<file path="config.mk">
export PLATFORM = sky130hd
export DESIGN_NAME = fp_round_integral
export DESIGN_NICKNAME = d
export VERILOG_FILES = /design/src/rtl/fpr_pkg.sv /design/src/rtl/fpr_classify.sv /design/src/rtl/fpr_frac_split.sv /design/src/rtl/fpr_round_core.sv /design/src/rtl/fp_round_integral.sv
export SDC_FILE = /design/constraint.sdc
export NUM_CORES = 1
export LEC_CHECK = 0
export ABC_CLOCK_PERIOD_IN_PS = 11960
export BUFFER_PORTS_ARGS = -buffer_cell sky130_fd_sc_hd__buf_4
export CAP_MARGIN = 15
export CORE_UTILIZATION = 61
export DETAILED_ROUTE_END_ITERATION = 8
export PLACE_DENSITY = 0.83
export SLEW_MARGIN = 20
export SYNTH_ARGS = -nofsm -noshare
export SYNTH_HDL_FRONTEND = slang
export SYNTH_SLANG_ARGS = --single-unit
</file>
<file path="constraint.sdc">
create_clock -name clk -period 11.96 [get_ports clk]
set_clock_uncertainty 0.2 [all_clocks]
set_input_delay 0.598 -clock clk [delete_from_list [all_inputs] [get_ports clk]]
set_output_delay 0.598 -clock clk [all_outputs]
set_load 0.05 [all_outputs]
</file>
<file path="src/rtl/fpr_pkg.sv">
package fpr_pkg;

    localparam int EXP_W   = 8;
    localparam int FRAC_W  = 23;
    localparam int WORD_W  = 1 + EXP_W + FRAC_W;
    localparam int MANT_W  = FRAC_W + 1;
    localparam int SH_W    = $clog2(MANT_W + 1);
    localparam int BIAS    = 127;
    localparam int INT_EXP = BIAS + FRAC_W;

    localparam logic [EXP_W-1:0] EXP_ONES = '1;

    typedef enum logic [1:0] {
        RND_NEAR_EVEN = 2'd0,
        RND_TRUNC     = 2'd1,
        RND_POS       = 2'd2,
        RND_NEG       = 2'd3
    } rnd_mode_e;

    typedef struct packed {
        logic              sign;
        logic [EXP_W-1:0]  expo;
        logic [FRAC_W-1:0] frac;
    } fp_word_t;

    typedef enum logic [2:0] {
        CLS_ZERO,
        CLS_SUBUNIT,
        CLS_FRACTIONAL,
        CLS_INTEGRAL,
        CLS_INF,
        CLS_NAN
    } fp_class_e;

    function automatic logic round_up(
        input rnd_mode_e mode,
        input logic      sign,
        input logic      int_lsb,
        input logic      half_bit,
        input logic      rest_bits
    );
        logic any_frac;
        any_frac = half_bit | rest_bits;
        case (mode)
            RND_NEAR_EVEN: return half_bit & (rest_bits | int_lsb);
            RND_TRUNC:     return 1'b0;
            RND_POS:       return ~sign & any_frac;
            default:       return sign & any_frac;
        endcase
    endfunction

endpackage

</file>
<file path="src/rtl/fpr_classify.sv">
module fpr_classify
    import fpr_pkg::*;
(
    input  fp_word_t  word,
    output fp_class_e cls
);
    logic frac_nz;
    assign frac_nz = |word.frac;

    always_comb begin
        if (word.expo == EXP_ONES)
            cls = frac_nz ? CLS_NAN : CLS_INF;
        else if (word.expo >= EXP_W'(INT_EXP))
            cls = CLS_INTEGRAL;
        else if (word.expo >= EXP_W'(BIAS))
            cls = CLS_FRACTIONAL;
        else if (word.expo == '0 && !frac_nz)
            cls = CLS_ZERO;
        else
            cls = CLS_SUBUNIT;
    end
endmodule

</file>
<file path="src/rtl/fpr_frac_split.sv">
module fpr_frac_split
    import fpr_pkg::*;
(
    input  fp_word_t        word,
    input  logic            active,
    output logic [MANT_W:0] kept,
    output logic [MANT_W:0] unit,
    output logic            int_lsb,
    output logic            half_bit,
    output logic            rest_bits
);
    logic [MANT_W:0] mant;
    logic [MANT_W:0] mask;
    logic [SH_W-1:0] sh;

    assign mant = {1'b0, 1'b1, word.frac};

    always_comb begin
        if (active)
            sh = SH_W'(EXP_W'(INT_EXP) - word.expo);
        else
            sh = SH_W'(1);
        mask = ({{MANT_W{1'b0}}, 1'b1} << sh) - {{MANT_W{1'b0}}, 1'b1};
    end

    assign unit      = mask + {{MANT_W{1'b0}}, 1'b1};
    assign kept      = mant & ~mask;
    assign int_lsb   = |(mant & unit);
    assign half_bit  = |(mant & (mask ^ (mask >> 1)));
    assign rest_bits = |(mant & (mask >> 1));
endmodule

</file>
<file path="src/rtl/fpr_round_core.sv">
module fpr_round_core
    import fpr_pkg::*;
(
    input  fp_word_t  word,
    input  rnd_mode_e mode,
    input  fp_class_e cls,
    output fp_word_t  result,
    output logic      inexact
);
    logic [MANT_W:0] kept;
    logic [MANT_W:0] unit;
    logic [MANT_W:0] sum;
    logic            int_lsb;
    logic            half_bit;
    logic            rest_bits;
    logic            frac_inc;
    logic            sub_inc;
    logic            sub_half;
    logic            sub_rest;

    fpr_frac_split u_split (
        .word      (word),
        .active    (cls == CLS_FRACTIONAL),
        .kept      (kept),
        .unit      (unit),
        .int_lsb   (int_lsb),
        .half_bit  (half_bit),
        .rest_bits (rest_bits)
    );

    assign frac_inc = round_up(mode, word.sign, int_lsb, half_bit, rest_bits);
    assign sum      = kept + (frac_inc ? unit : '0);

    assign sub_half = (word.expo == EXP_W'(BIAS - 1));
    assign sub_rest = sub_half ? (|word.frac) : 1'b1;
    assign sub_inc  = round_up(mode, word.sign, 1'b0, sub_half, sub_rest);

    always_comb begin
        result  = word;
        inexact = 1'b0;
        case (cls)
            CLS_NAN: begin
                result.frac[FRAC_W-1] = 1'b1;
            end
            CLS_SUBUNIT: begin
                result.expo = sub_inc ? EXP_W'(BIAS) : '0;
                result.frac = '0;
                inexact     = 1'b1;
            end
            CLS_FRACTIONAL: begin
                if (sum[MANT_W]) begin
                    result.expo = word.expo + EXP_W'(1);
                    result.frac = '0;
                end else begin
                    result.frac = sum[FRAC_W-1:0];
                end
                inexact = half_bit | rest_bits;
            end
            default: begin
                result  = word;
                inexact = 1'b0;
            end
        endcase
    end
endmodule

</file>
<file path="src/rtl/fp_round_integral.sv">
module fp_round_integral
    import fpr_pkg::*;
(
    input  logic              clk,
    input  logic              rst,
    input  logic              in_valid,
    input  logic [WORD_W-1:0] in_word,
    input  logic [1:0]        in_mode,
    output logic              out_valid,
    output logic [WORD_W-1:0] out_word,
    output logic              out_inexact
);
    fp_word_t  op;
    fp_word_t  res;
    fp_class_e cls;
    logic      res_inexact;

    assign op = fp_word_t'(in_word);

    fpr_classify u_classify (
        .word (op),
        .cls  (cls)
    );

    fpr_round_core u_core (
        .word    (op),
        .mode    (rnd_mode_e'(in_mode)),
        .cls     (cls),
        .result  (res),
        .inexact (res_inexact)
    );

    always_ff @(posedge clk) begin
        if (rst) begin
            out_valid   <= 1'b0;
            out_word    <= '0;
            out_inexact <= 1'b0;
        end else begin
            out_valid <= in_valid;
            if (in_valid) begin
                out_word    <= res;
                out_inexact <= res_inexact;
            end
        end
    end

    logic in_is_nan;
    logic in_is_inf;
    logic in_is_big;
    assign in_is_nan = (in_word[30:23] == EXP_ONES) && (in_word[22:0] != '0);
    assign in_is_inf = (in_word[30:23] == EXP_ONES) && (in_word[22:0] == '0);
    assign in_is_big = (in_word[30:23] != EXP_ONES) && (in_word[30:23] >= EXP_W'(INT_EXP));

    a_r10_valid_rise: assert property (@(posedge clk) disable iff (rst)
        in_valid |=> out_valid);
    a_r10_valid_fall: assert property (@(posedge clk) disable iff (rst)
        !in_valid |=> !out_valid);
    a_r6_inf_pass: assert property (@(posedge clk) disable iff (rst)
        (in_valid && in_is_inf) |=> (out_word == $past(in_word)) && !out_inexact);
    a_r5_big_pass: assert property (@(posedge clk) disable iff (rst)
        (in_valid && in_is_big) |=> (out_word == $past(in_word)) && !out_inexact);
    a_r7_quiet_nan: assert property (@(posedge clk) disable iff (rst)
        (in_valid && in_is_nan) |=> out_word[30:22] == '1 && !out_inexact);
    a_r8_sign_kept: assert property (@(posedge clk) disable iff (rst)
        (in_valid && !in_is_nan) |=> out_word[31] == $past(in_word[31]));
    a_r9_inexact_diff: assert property (@(posedge clk) disable iff (rst)
        (in_valid && !in_is_nan) |=> out_inexact == (out_word != $past(in_word)));
endmodule

</file>
==> impl_metrics.env <==
export IMPL_status="finished with violations"
export IMPL_wl_met2_mm=10.0
export IMPL_fmax_ghz=0.0877
export IMPL_rows=35
export IMPL_cp_slowest_cell="o41ai_1"
export IMPL_cap_violations=0
export IMPL_clk_latency_ns=0.29
export IMPL_min_from="out_word[30]"
export IMPL_detailroute_wirelength_met3_mm=3.45
export IMPL_worst_slack_ns=0.559
export IMPL_cp_end_kind="register"
export IMPL_synth_top_family_by_area="compound AO/OA/AOI/OAI gates"
export IMPL_netSwitchingPower_w=0.000218
export IMPL_synth_cell_types=85
export IMPL_hold_path_class="reg2reg"
export IMPL_clockBufferDepth=2
export IMPL_ir_worst_vdd_mv=0.0471
export IMPL_synth_top_area_cell="dfxtp_1"
export IMPL_port_buffers=70
export IMPL_fin_crit_sh_pct=95.3
export IMPL_gp_congestion=1.14
export IMPL_p_seq_share_pct=27.0
export IMPL_syn_area_per_cell_um2=7.21
export IMPL_coreArea_mm2=0.00928
export IMPL_dp_slack_ns=0.623
export IMPL_htreeDepth=2
export IMPL_grt_setup_unrepaired="no"
export IMPL_drt_met1_wl_mm=9.16
export IMPL_ys_ff_latch=34
export IMPL_synth_area_mm2=0.00588
export IMPL_yosysWarnings=0
export IMPL_clock_sink_count=34
export IMPL_cts_buffers=5
export IMPL_grt_overflow_total=0
export IMPL_dr_pass1_iters=9
export IMPL_cts_tree="yes"
export IMPL_grt_pass1_wl_mm=36.1
export IMPL_grt_pass1_vias=6625
export IMPL_drv_slew=0
export IMPL_synth_xor_area_share_pct=6.70
export IMPL_yosys_area_share_simple_pct=25.4
export IMPL_grt_max_degree=63
export IMPL_highest_layer="met4"
export IMPL_path_clk_slew_ns=0.07
export IMPL_synth_edff_count=0
export IMPL_setup_viol=0
export IMPL_antenna_cells=0
export IMPL_routed_wl_mm=23.9
export IMPL_synth_compound_area_share_pct=36.5
export IMPL_fillers=801
export IMPL_p_comb_share_pct=53.5
export IMPL_crit_fanout=28
export IMPL_synth_top_area_share_pct=11.6
export IMPL_die_h_um=100
export IMPL_drive_above_1_share_pct=15.6
export IMPL_syn_to_final_growth_pct=11.4
export IMPL_viasPerCell=7.37
export IMPL_grt_total_usage_pct=46.6
export IMPL_via_count=7263
export IMPL_relSlewSlack_pct=28.7
export IMPL_postCtsHoldBufs=0
export IMPL_crit_path_max_incr_delay_ns=0.62
export IMPL_worst_pin_slew_ns=1.07
export IMPL_yosysMostFrequentCell="nor2_1"
export IMPL_worstSetupStartpointType="input pin"
export IMPL_post_cts_buffers=0
export IMPL_netSwitchingFraction_pct=46.8
export IMPL_worstSetupStartpoint="in_word[23]"
export IMPL_antenna_violating_nets_post_route=0
export IMPL_period_minus_slack_ns=11.40
export IMPL_ys_top_cells_by_area="dfxtp_1 12%, ha_1 11%, nor2_1 5.8%"
export IMPL_drc_errors=1
export IMPL_io_pins=71
export IMPL_cts_root_buffer="clkbuf_8"
export IMPL_pwr_density_cell_mw_per_mm2=71.2
export IMPL_p_leak_nw=2.79
export IMPL_worst_path_most_repeated_cell="ha_1"
export IMPL_async_flop_share_pct=0
export IMPL_first_iter_violations=1115
export IMPL_crit_required_ns=11.94
export IMPL_synth_main_ff_cell="dfxtp_1"
export IMPL_tns_ns=0
export IMPL_start_util_pct=63.3
export IMPL_synth_mux_area_share_pct=2.28
export IMPL_wl_per_cell_um=24.2
export IMPL_worstPathArrival_ns=11.38
export IMPL_syn_inst=815
export IMPL_internal_power_w=0.000248
export IMPL_failed_checks="DRC"
export IMPL_die_area_mm2=0.0100
export IMPL_post_cts_resized=0
export IMPL_hold_viol=0
export IMPL_synthAdderAreaFrac_pct=11.2
export IMPL_power_frac_clock_pct=19.5
export IMPL_synth_nets=904
export IMPL_synth_seq_area_share_pct=11.6
export IMPL_rr_startpoint="out_word[25]"
export IMPL_critical_path_class="in2reg"
export IMPL_nets=945
export IMPL_hpwl_mm=18.4
export IMPL_ys_top_cells_by_count="91 x nor2_1, 76 x nand2_1, 51 x ha_1"
export IMPL_chipWidth_um=100
export IMPL_antenna_found_initial=0
-- registers in the layout, indices dropped and copies added (netlist names) --
signal	flops
out_inexact	1
out_word	32
out_valid	1
-- logic make-up after synthesis --
| kind of cell | after synthesis |
|---|---|
| buf+inv | 92 |
| xor+xnor | 45 |
| mux | 13 |
| fa+ha+maj | 52 |
| flops | 34 |
| compound gates | 271 |
| simple gates | 308 |
-- metal layers --
| layer | global-route usage, % | up-vias |
|---|---|---|
| met5 | 0 | - |
| met4 | 20.8 | 0 |
| met3 | 11.6 | 135 |
| met2 | 70.3 | 637 |
| met1 | 62.4 | 3303 |
| li1 | - | 3188 |
-- per-stage QoR --
stage | utilization (%) | hold slack, ns | instance area [um^2] | power [W] | cells
after floorplan | - | 0.495 | 5880 | 0.000290 | 815
after global placement | 69.5 | 0.272 | 6460 | 0.000361 | 978
after detailed placement | 69.5 | 0.282 | 6460 | 0.000365 | 978
after CTS | 70.5 | 0.292 | 6550 | 0.000453 | 986
after global routing | 70.5 | 0.322 | 6550 | 0.000481 | 986
final | 70.5 | 0.291 | 6550 | 0.000466 | 986
-- cell usage in the layout (no fill, tap or decap), types with 9 or more instances in the layout --
master	count
a211oi_1	14
dfxtp_1	34
xor2_1	12
and3_1	16
nor2b_1	10
nand2_1	76
nor3_1	16
a21oi_1	46
and2_1	15
nand4_1	15
nand3_1	25
buf_4	82
xnor2_1	33
nor4_1	10
ha_1	51
o21ai_1	25
a311oi_1	11
o211ai_1	16
a311oi_2	18
nor2_1	91
o21ai_0	17
mux2i_1	10
inv_1	41
a22oi_1	9
-- worst max-delay path, delay by kind of cell --
family          cells  cell delay, ns
simple gates       12            2.99
buf+inv             5            1.09
fa+ha+maj           5            1.65
compound gates     15            4.85
xor+xnor            1            0.14
-- final cells by class --
type | instances | area, um^2 | area share (%)
clock buffer | 7 | 86.3 | 1.32
clock inverter | 1 | 5.00 | 0.0764
inverter | 44 | 165 | 2.52
multi-input combinational | 689 | 4830 | 73.8
sequential | 34 | 681 | 10.4
tap | 129 | 161 | 2.47
timing repair buffer | 82 | 616 | 9.40
-- power by group through the flow --
stage                     Clock [W]  Sequential [W]  Combinational (W)
final                     0.0000909        0.000126           0.000249
after CTS                 0.0000896        0.000126           0.000238
after floorplan                   0        0.000156           0.000134
after global routing      0.0000948        0.000127           0.000259
after global placement            0        0.000128           0.000234
after detailed placement          0        0.000128           0.000237
-- final timing paths --
path                        to  slack, ns  depth (start not counted)
hold / removal    out_word[30]       0.29                          2
hold reg to reg   out_word[30]       0.29                          2
setup / recovery  out_word[23]       0.56                         38
setup reg to reg  out_word[25]      10.67                          3
Note: power is estimated with default switching activity, not from simulation.
